### config.mk
export PLATFORM = sky130hd
export DESIGN_NAME = rst_timeout_seq
export DESIGN_NICKNAME = d
export VERILOG_FILES = /design/src/rtl/rts_pkg.sv /design/src/rtl/rts_rst_sync.sv /design/src/rtl/rts_evt_counter.sv /design/src/rtl/rst_timeout_seq.sv
export SDC_FILE = /design/constraint.sdc
export NUM_CORES = 1
export LEC_CHECK = 0
export BUFFER_PORTS_ARGS = -buffer_cell sky130_fd_sc_hd__buf_2
export CELL_PAD_IN_SITES_DETAIL_PLACEMENT = 1
export CELL_PAD_IN_SITES_GLOBAL_PLACEMENT = 2
export CORE_AREA = 2 2 57 59
export CTS_CLUSTER_DIAMETER = 120
export DETAILED_ROUTE_END_ITERATION = 10
export DIE_AREA = 0 0 59 61
export GPL_ROUTABILITY_DRIVEN = 0
export MAX_ROUTING_LAYER = met4
export PLACE_DENSITY_LB_ADDON = 0.1
export SLEW_MARGIN = 10
export SYNTH_ARGS = -nofsm -noshare
export SYNTH_HDL_FRONTEND = slang
export SYNTH_SLANG_ARGS = --single-unit
### constraint.sdc
create_clock -name clk_osc -period 1.2 [get_ports clk_osc]
set_input_delay 0.24 -clock clk_osc [delete_from_list [all_inputs] [get_ports clk_osc]]
set_output_delay 0.24 -clock clk_osc [all_outputs]
set_load 0.01 [all_outputs]
### src/rtl/rts_pkg.sv
package rts_pkg;

    typedef enum logic [1:0] {
        ST_IDLE = 2'd0,
        ST_PWRT = 2'd1,
        ST_OST  = 2'd2,
        ST_RUN  = 2'd3
    } seq_state_e;

    typedef struct packed {
        seq_state_e state;
        logic       run;
    } seq_regs_t;

    // Oscillator mode code that has no crystal start-up wait
    localparam logic [1:0] OSC_NONXTAL = 2'b11;

    function automatic logic is_crystal(input logic [1:0] mode);
        return mode != OSC_NONXTAL;
    endfunction

endpackage

### src/rtl/rts_rst_sync.sv
module rts_rst_sync #(
    parameter int STAGES = 2
) (
    input  logic clk,
    input  logic arst_i,
    output logic rst_n_o
);
    logic [STAGES-1:0] sync_d, sync_q;

    always_comb begin
        sync_d = {sync_q[STAGES-2:0], 1'b1};
    end

    always_ff @(posedge clk or posedge arst_i) begin
        if (arst_i) sync_q <= '0;
        else        sync_q <= sync_d;
    end

    assign rst_n_o = sync_q[STAGES-1];
endmodule

### src/rtl/rts_evt_counter.sv
module rts_evt_counter #(
    parameter int LIMIT = 1024
) (
    input  logic clk,
    input  logic rst_n,
    input  logic clr_i,
    input  logic inc_i,
    output logic done_o
);
    localparam int W = $clog2(LIMIT + 1);

    logic [W-1:0] cnt_d, cnt_q;

    assign done_o = (cnt_q == W'(LIMIT));

    always_comb begin
        cnt_d = cnt_q;
        if (clr_i)                cnt_d = '0;
        else if (inc_i && !done_o) cnt_d = cnt_q + 1'b1;
    end

    always_ff @(posedge clk or negedge rst_n) begin
        if (!rst_n) cnt_q <= '0;
        else        cnt_q <= cnt_d;
    end

    // the wait counter saturates at its limit
    assert_no_overflow_R4: assert property (@(posedge clk) disable iff (!rst_n)
        cnt_q <= W'(LIMIT));
endmodule

### src/rtl/rst_timeout_seq.sv
module rst_timeout_seq
    import rts_pkg::*;
#(
    parameter int PWRT_TICKS  = 72,
    parameter int OST_CYCLES  = 1024,
    parameter int SYNC_STAGES = 2
) (
    input  logic       clk_osc,
    input  logic       por_pulse_i,
    input  logic       bor_pulse_i,
    input  logic       ext_rst_n_i,
    input  logic       wake_req_i,
    input  logic [1:0] osc_mode_i,
    input  logic       tmr_en_n_i,
    input  logic       slow_tick_i,
    output logic       core_run_o
);
    logic      rst_n;
    logic      xtal;
    logic      pwrt_done, ost_done;
    seq_regs_t regs_d, regs_q;

    assign xtal = is_crystal(osc_mode_i);

    rts_rst_sync #(.STAGES(SYNC_STAGES)) u_sync (
        .clk     (clk_osc),
        .arst_i  (por_pulse_i | bor_pulse_i),
        .rst_n_o (rst_n)
    );

    rts_evt_counter #(.LIMIT(PWRT_TICKS)) u_pwrt (
        .clk    (clk_osc),
        .rst_n  (rst_n),
        .clr_i  (regs_q.state != ST_PWRT),
        .inc_i  (slow_tick_i),
        .done_o (pwrt_done)
    );

    rts_evt_counter #(.LIMIT(OST_CYCLES)) u_ost (
        .clk    (clk_osc),
        .rst_n  (rst_n),
        .clr_i  (regs_q.state != ST_OST),
        .inc_i  (1'b1),
        .done_o (ost_done)
    );

    always_comb begin
        regs_d = regs_q;
        unique case (regs_q.state)
            ST_IDLE: begin
                if (!tmr_en_n_i) regs_d.state = ST_PWRT;
                else if (xtal)   regs_d.state = ST_OST;
                else             regs_d.state = ST_RUN;
            end
            ST_PWRT: begin
                if (pwrt_done) regs_d.state = xtal ? ST_OST : ST_RUN;
            end
            ST_OST: begin
                if (ost_done) regs_d.state = ST_RUN;
            end
            ST_RUN: begin
                if (wake_req_i && xtal) regs_d.state = ST_OST;
            end
            default: regs_d.state = ST_IDLE;
        endcase
        regs_d.run = (regs_d.state == ST_RUN) && ext_rst_n_i;
    end

    always_ff @(posedge clk_osc or negedge rst_n) begin
        if (!rst_n) regs_q <= '{state: ST_IDLE, run: 1'b0};
        else        regs_q <= regs_d;
    end

    assign core_run_o = regs_q.run;

    // release only follows an edge that saw the pin high
    assert_pin_gates_release_R7: assert property (@(posedge clk_osc) disable iff (!rst_n)
        $rose(core_run_o) |-> $past(ext_rst_n_i));

    // pin low blocks release on the following edge
    assert_pin_low_blocks_R8: assert property (@(posedge clk_osc) disable iff (!rst_n)
        !ext_rst_n_i |=> !core_run_o);

    // no release during the timer phase
    assert_pwrt_holds_R3: assert property (@(posedge clk_osc) disable iff (!rst_n)
        (regs_q.state == ST_PWRT) |-> !core_run_o);

    // crystal wake-up takes the core back into reset
    assert_wake_drops_R9: assert property (@(posedge clk_osc) disable iff (!rst_n)
        (regs_q.state == ST_RUN && wake_req_i && xtal) |=> !core_run_o);

    // non-crystal wake-up leaves the sequencer running
    assert_wake_ignored_R10: assert property (@(posedge clk_osc) disable iff (!rst_n)
        (regs_q.state == ST_RUN && wake_req_i && !xtal) |=> (regs_q.state == ST_RUN));
endmodule

==> Word level (Yosys, flattened, before mapping) <==
Index checks and enable logic that the tools add are counted.
{ "op_classes": {"bitwise": 1, "add_sub_neg": 2, "n_eq_ne": 10, "reduce_logical": 6, "n_mux": 10} }
{ "ops": {"columns": ["operator", "count"], "rows": [
  ["two-way mux 11 bit", 2],
  ["two-way mux 7 bit", 2],
  ["adder 11 x 1 -> 11 bit (second input constant)", 1],
  ["equality test 11 bit (second input constant)", 1],
  ["two-way mux 2 bit", 4],
  ["case mux 2 bit (4 select lines)", 1],
  ["adder 7 x 1 -> 7 bit (second input constant)", 1],
  ["equality test 7 bit (second input constant)", 1],
  ["equality test 2 bit (second input constant)", 3],
  ["!= test 2 x 1 -> 1 bit (second input constant)", 2],
  ["!= test 2 bit (second input constant)", 2],
  ["logical AND 1 bit", 3],
  ["equality test 2 x 1 -> 1 bit (second input constant)", 1],
  ["logical NOT 2 bit", 1],
  ["nonzero test 2 bit", 1],
  ["logical NOT 1 bit", 1],
  ["two-way mux 1 bit", 1],
  ["OR 1 bit", 1]
]} }
{ "totals": {"wordCells": 34, "regBits": 23, "inputBits": 9, "out_inout_bits": 1} }

==> Logic depth before layout (Yosys ltp) <==
{ "logic_depth": {"depth_word": 6, "ltp_mapped": 6, "mapped_depth_nobuf": 6} }

==> Modules after synthesis <==
A second synthesis with hierarchy kept.
{ "unflattened": {"cells_unflattened": 145, "hier_area_um2": 1362.6} }
{ "modules_own_cells": {"columns": ["module", "n_inst", "area_each_um2", "cells_each"], "rows": [
  ["rts_evt_counter (u_ost)", 1, 705.7, 78],
  ["rts_evt_counter (u_pwrt)", 1, 440.4, 46],
  ["rst_timeout_seq", 1, 158.9, 17],
  ["rts_rst_sync", 1, 57.6, 4]
]} }

==> Worst setup path before layout <==
OpenSTA, ideal clock, no wires.
{ "synth_timing": {"path_kind": "reg-to-reg", "from": "register u_ost.cnt_q[4]", "to": "register regs_q[0], in the netlist core_run_o", "period_less_slack_ns": 1.472, "setup_slack_ns": -0.272, "setup_time_ns": 0.067, "arrival_ns": 1.405, "path_stages_with_launch": 5, "path_buffers": 0, "path_cell_list": "dfrtp_1 > nor4_2 > nand4_2 > a222oi_1 > and3_1"} }
{ "synth_rtl": {"columns": ["element", "line", "rtl"], "rows": [
  ["start: declaration", "rts_evt_counter.sv:12", "logic [W-1:0] cnt_d, cnt_q;"],
  ["start signal: assignment", "rts_evt_counter.sv:24", "else cnt_q <= cnt_d;"],
  ["end signal: assignment", "rst_timeout_seq.sv:70", "if (!rst_n) regs_q <= '{state: ST_IDLE, run: 1'b0};"],
  ["end signal: assignment", "rst_timeout_seq.sv:71", "else regs_q <= regs_d;"],
  ["end: declaration", "rst_timeout_seq.sv:21", "seq_regs_t regs_d, regs_q;"]
]} }

==> impl_metrics.csv <==
group,metric,value,unit
setup_path,path_cells,"nor4_4 -> nand4_2 -> a222oi_1 -> and3_1",
finish,fin_nets,184,
global_route,grtUsageTotal,0.187,
yosys,async_flop_share,1.00,
clock_tree,clkLatencyLatePin,310,ps
timing,fin_crit_sh,1.31,
die,die_w,59,µm
die,start_util,0.383,
global_route,antenna_found_initial,0,
power_and_ir_drop,total_power,2.48,mW
setup_path,rr_startpoint,"u_ost.cnt_q[8]",
power_and_ir_drop,p_leak,0.835,nW
yosys,synth_area_leader_cell,"dfrtp_1",
setup_path,reg2reg_to,"core_run_o",
routing,via_count,1047,
min_path,min_path_cells,2,
setup_path,reg2reg_depth,4,
clock_tree,cts_sinks,23,
setup_path,critPathMaxStageDelay,430,ps
finish,drive_above_1_share,0.500,
finish,n_antenna_cell,0,
setup_path,cp_max_fo,2,
min_path,holdCritPathClass,"in2reg",
run,maxCapViolations,0,
routing,drt_first_pass_iters,6,
global_route,grt_pass1_wl,4900,µm
timing,slew_viol_final,0,
yosys,synth_area,1130,µm²
min_path,min-delay-start,"ext_rst_n_i",
global_route,grt_max_degree,22,
setup_path,crit_buf_inv,0,
routing,wire_per_inst,16.2,µm
finish,layout_commonest_cell,"buf_4",
clock_tree,cts_tree,"yes",
clock_tree,clock_path_buffers,2,
yosys,synth_edf_count,0,
place,placedInstanceArea,1460,µm²
power_and_ir_drop,peakVddDrop,0.000887,V
place,place_hpwl,1950,µm
setup_path,critical_path_class,"reg2reg",
routing,drc,0,
yosys,synth_top_area_share,0.509,
setup_path,crit_arrival,1820,ps
die,die_y,61,µm
finish,finalInstanceArea,1860,µm²
timing,final-setup-viol-count,18,
die,rows,20,
clock_tree,cts_max_level,1,
timing,worst_slack,-371,ps
run_status,violations,"negative setup slack",
yosys,syn_inst,113,
setup_path,cp-start-kind,"flip-flop",
die,core_area,2950,µm²
timing,hold_viol,0,
timing,fin_skew,9.25,ps
global_route,overflow,0,
setup_path,end_kind,"flip-flop",
finish,layout.cells.most_common_list,"29 x buf_4, 22 x dfrtp_1, 14 x buf_6",
run_status,status,"finished with violations",
place,numPortBuffers,9,
yosys,synth_ff_type,"dfrtp_1",
clock_tree,cts_made_buffers,3,
yosys,synth_nets,126,
place,dpl_worst_slack,-361,ps
routing,ant_nets,0,
setup_path,worst-path-stages,4,
die,die-area,3600,µm²
min_path,hold_path_end,"core_run_o",
clock_tree,ctsRootBufferMaster,"clkbuf_4",
global_route,grt_pass1_vias,1122,
setup_path,required,1450,ps
routing,drt_iter0_markers,32,
yosys,yosysSeqAreaShare,0.509,
timing,period_minus_slack,1570,ps
clock_tree,cts.clk_slew.worst_paths,120,ps
timing,max_freq,0.637,GHz
routing,vias_per_cell,5.16,
power_and_ir_drop,p_per_area,1340,nW/µm²
yosys,avgSynthCellArea,10.0,µm²
yosys,yosysWarnings,0,
yosys,synth-seq-cells,23,
finish,areaGrowthSynthToFinish,64.2,%
timing,timing.hold.ws,160,ps
setup_path,slowest_stage,"dfrtp_1",
timing,rsz0062_at_grt,"yes",
routing,wl,3300,µm
setup_path,r2r_slack,-370,ps
die,io_pins,10,
yosys,ys_top_cells_by_area,"dfrtp_1 51%, xor2_1 4.6%, ha_1 4.4%",
setup_path,crit_family,"simple AND/OR/NAND/NOR gates",
yosys,synthDistinctLibCells,27,
==> sequential cells by signal, summed over array words and instances, names as in the netlist <==
signal,cells
core_run_o,1
regs_q,2
u_ost.cnt_q,11
u_pwrt.cnt_q,7
u_sync.sync_q,2
==> through the flow <==
| step | instances | TNS (ps) | util |
|---|---|---|---|
| 2_1_floorplan | 113 | -546 | - |
| 3_3_place_gp | 182 | -1970 | 0.494 |
| 3_5_place_dp | 182 | -2520 | 0.494 |
| 4_1_cts | 191 | -2950 | 0.569 |
| 5_1_grt | 203 | -4940 | 0.629 |
| 6_report | 203 | -3490 | 0.629 |
==> how the worst max path moves through the flow <==
stage            endpoint           start  slack [ps]
5_1_grt        core_run_o  u_ost.cnt_q[8]        -480
2_1_floorplan  core_run_o  u_ost.cnt_q[2]        -270
4_1_cts        core_run_o  u_ost.cnt_q[5]        -390
6_report       core_run_o  u_ost.cnt_q[8]        -370
3_5_place_dp   core_run_o  u_ost.cnt_q[8]        -360
3_3_place_gp   core_run_o  u_ost.cnt_q[8]        -280
==> final cells by class <==
class / count / area, µm²
fill: 332 / 1100
multi-input combinational: 83 / 732
sequential: 23 / 577
timing repair buffer: 55 / 460
tap: 33 / 41.3
clock buffer: 3 / 22.5
inverter: 5 / 18.8
clock inverter: 1 / 5.00
==> cells by family after synthesis <==
family	Yosys count	synth area share
other cells	1	0.00332
buf+inv	7	0.0232
fa+ha+maj	4	0.0442
mux	2	0.0177
xor+xnor	10	0.0774
simple gates	49	0.238
compound gates	17	0.0874
flops	23	0.509
==> synth_stat cells (2+ instances only) <==
master    count
a21oi_1       7
and3_1        2
clkbuf_1      2
dfrtp_1      23
ha_1          4
inv_1         5
mux2i_1       2
nand2_1       6
nand2b_1      5
nand3_1       6
nand4_1       3
nor2_1       13
nor3_1        3
nor4_2        2
o21ai_0       6
or3_1         5
xnor2_1       4
xor2_1        6
==> routing by layer <==
metal	track usage	up-vias	wire, µm
li1	-	511	-
met1	0.217	520	1410
met2	0.333	12	1800
met3	0.0235	4	59
met4	0.0649	0	26
met5	-	-	0
==> repair_timing <==
| item | in CTS | in global routing |
|---|---|---|
| gates resized for setup | 28 | 17 |
| hold buffers | 2 | 0 |
| endpoints found under the setup margin | 20 | 20 |
| pin swaps | 21 | 33 |
| buffers inserted | 7 | 14 |
| hold endpoints to repair | 2 | 0 |
==> power breakdown <==
group | switching [mW] | internal (mW) | leakage [nW]
clock | 0.241 | 0.124 | 0.0177
sequential | 0.0988 | 0.882 | 0.304
combinational | 0.532 | 0.601 | 0.514
(Power assumes the default switching activity.)
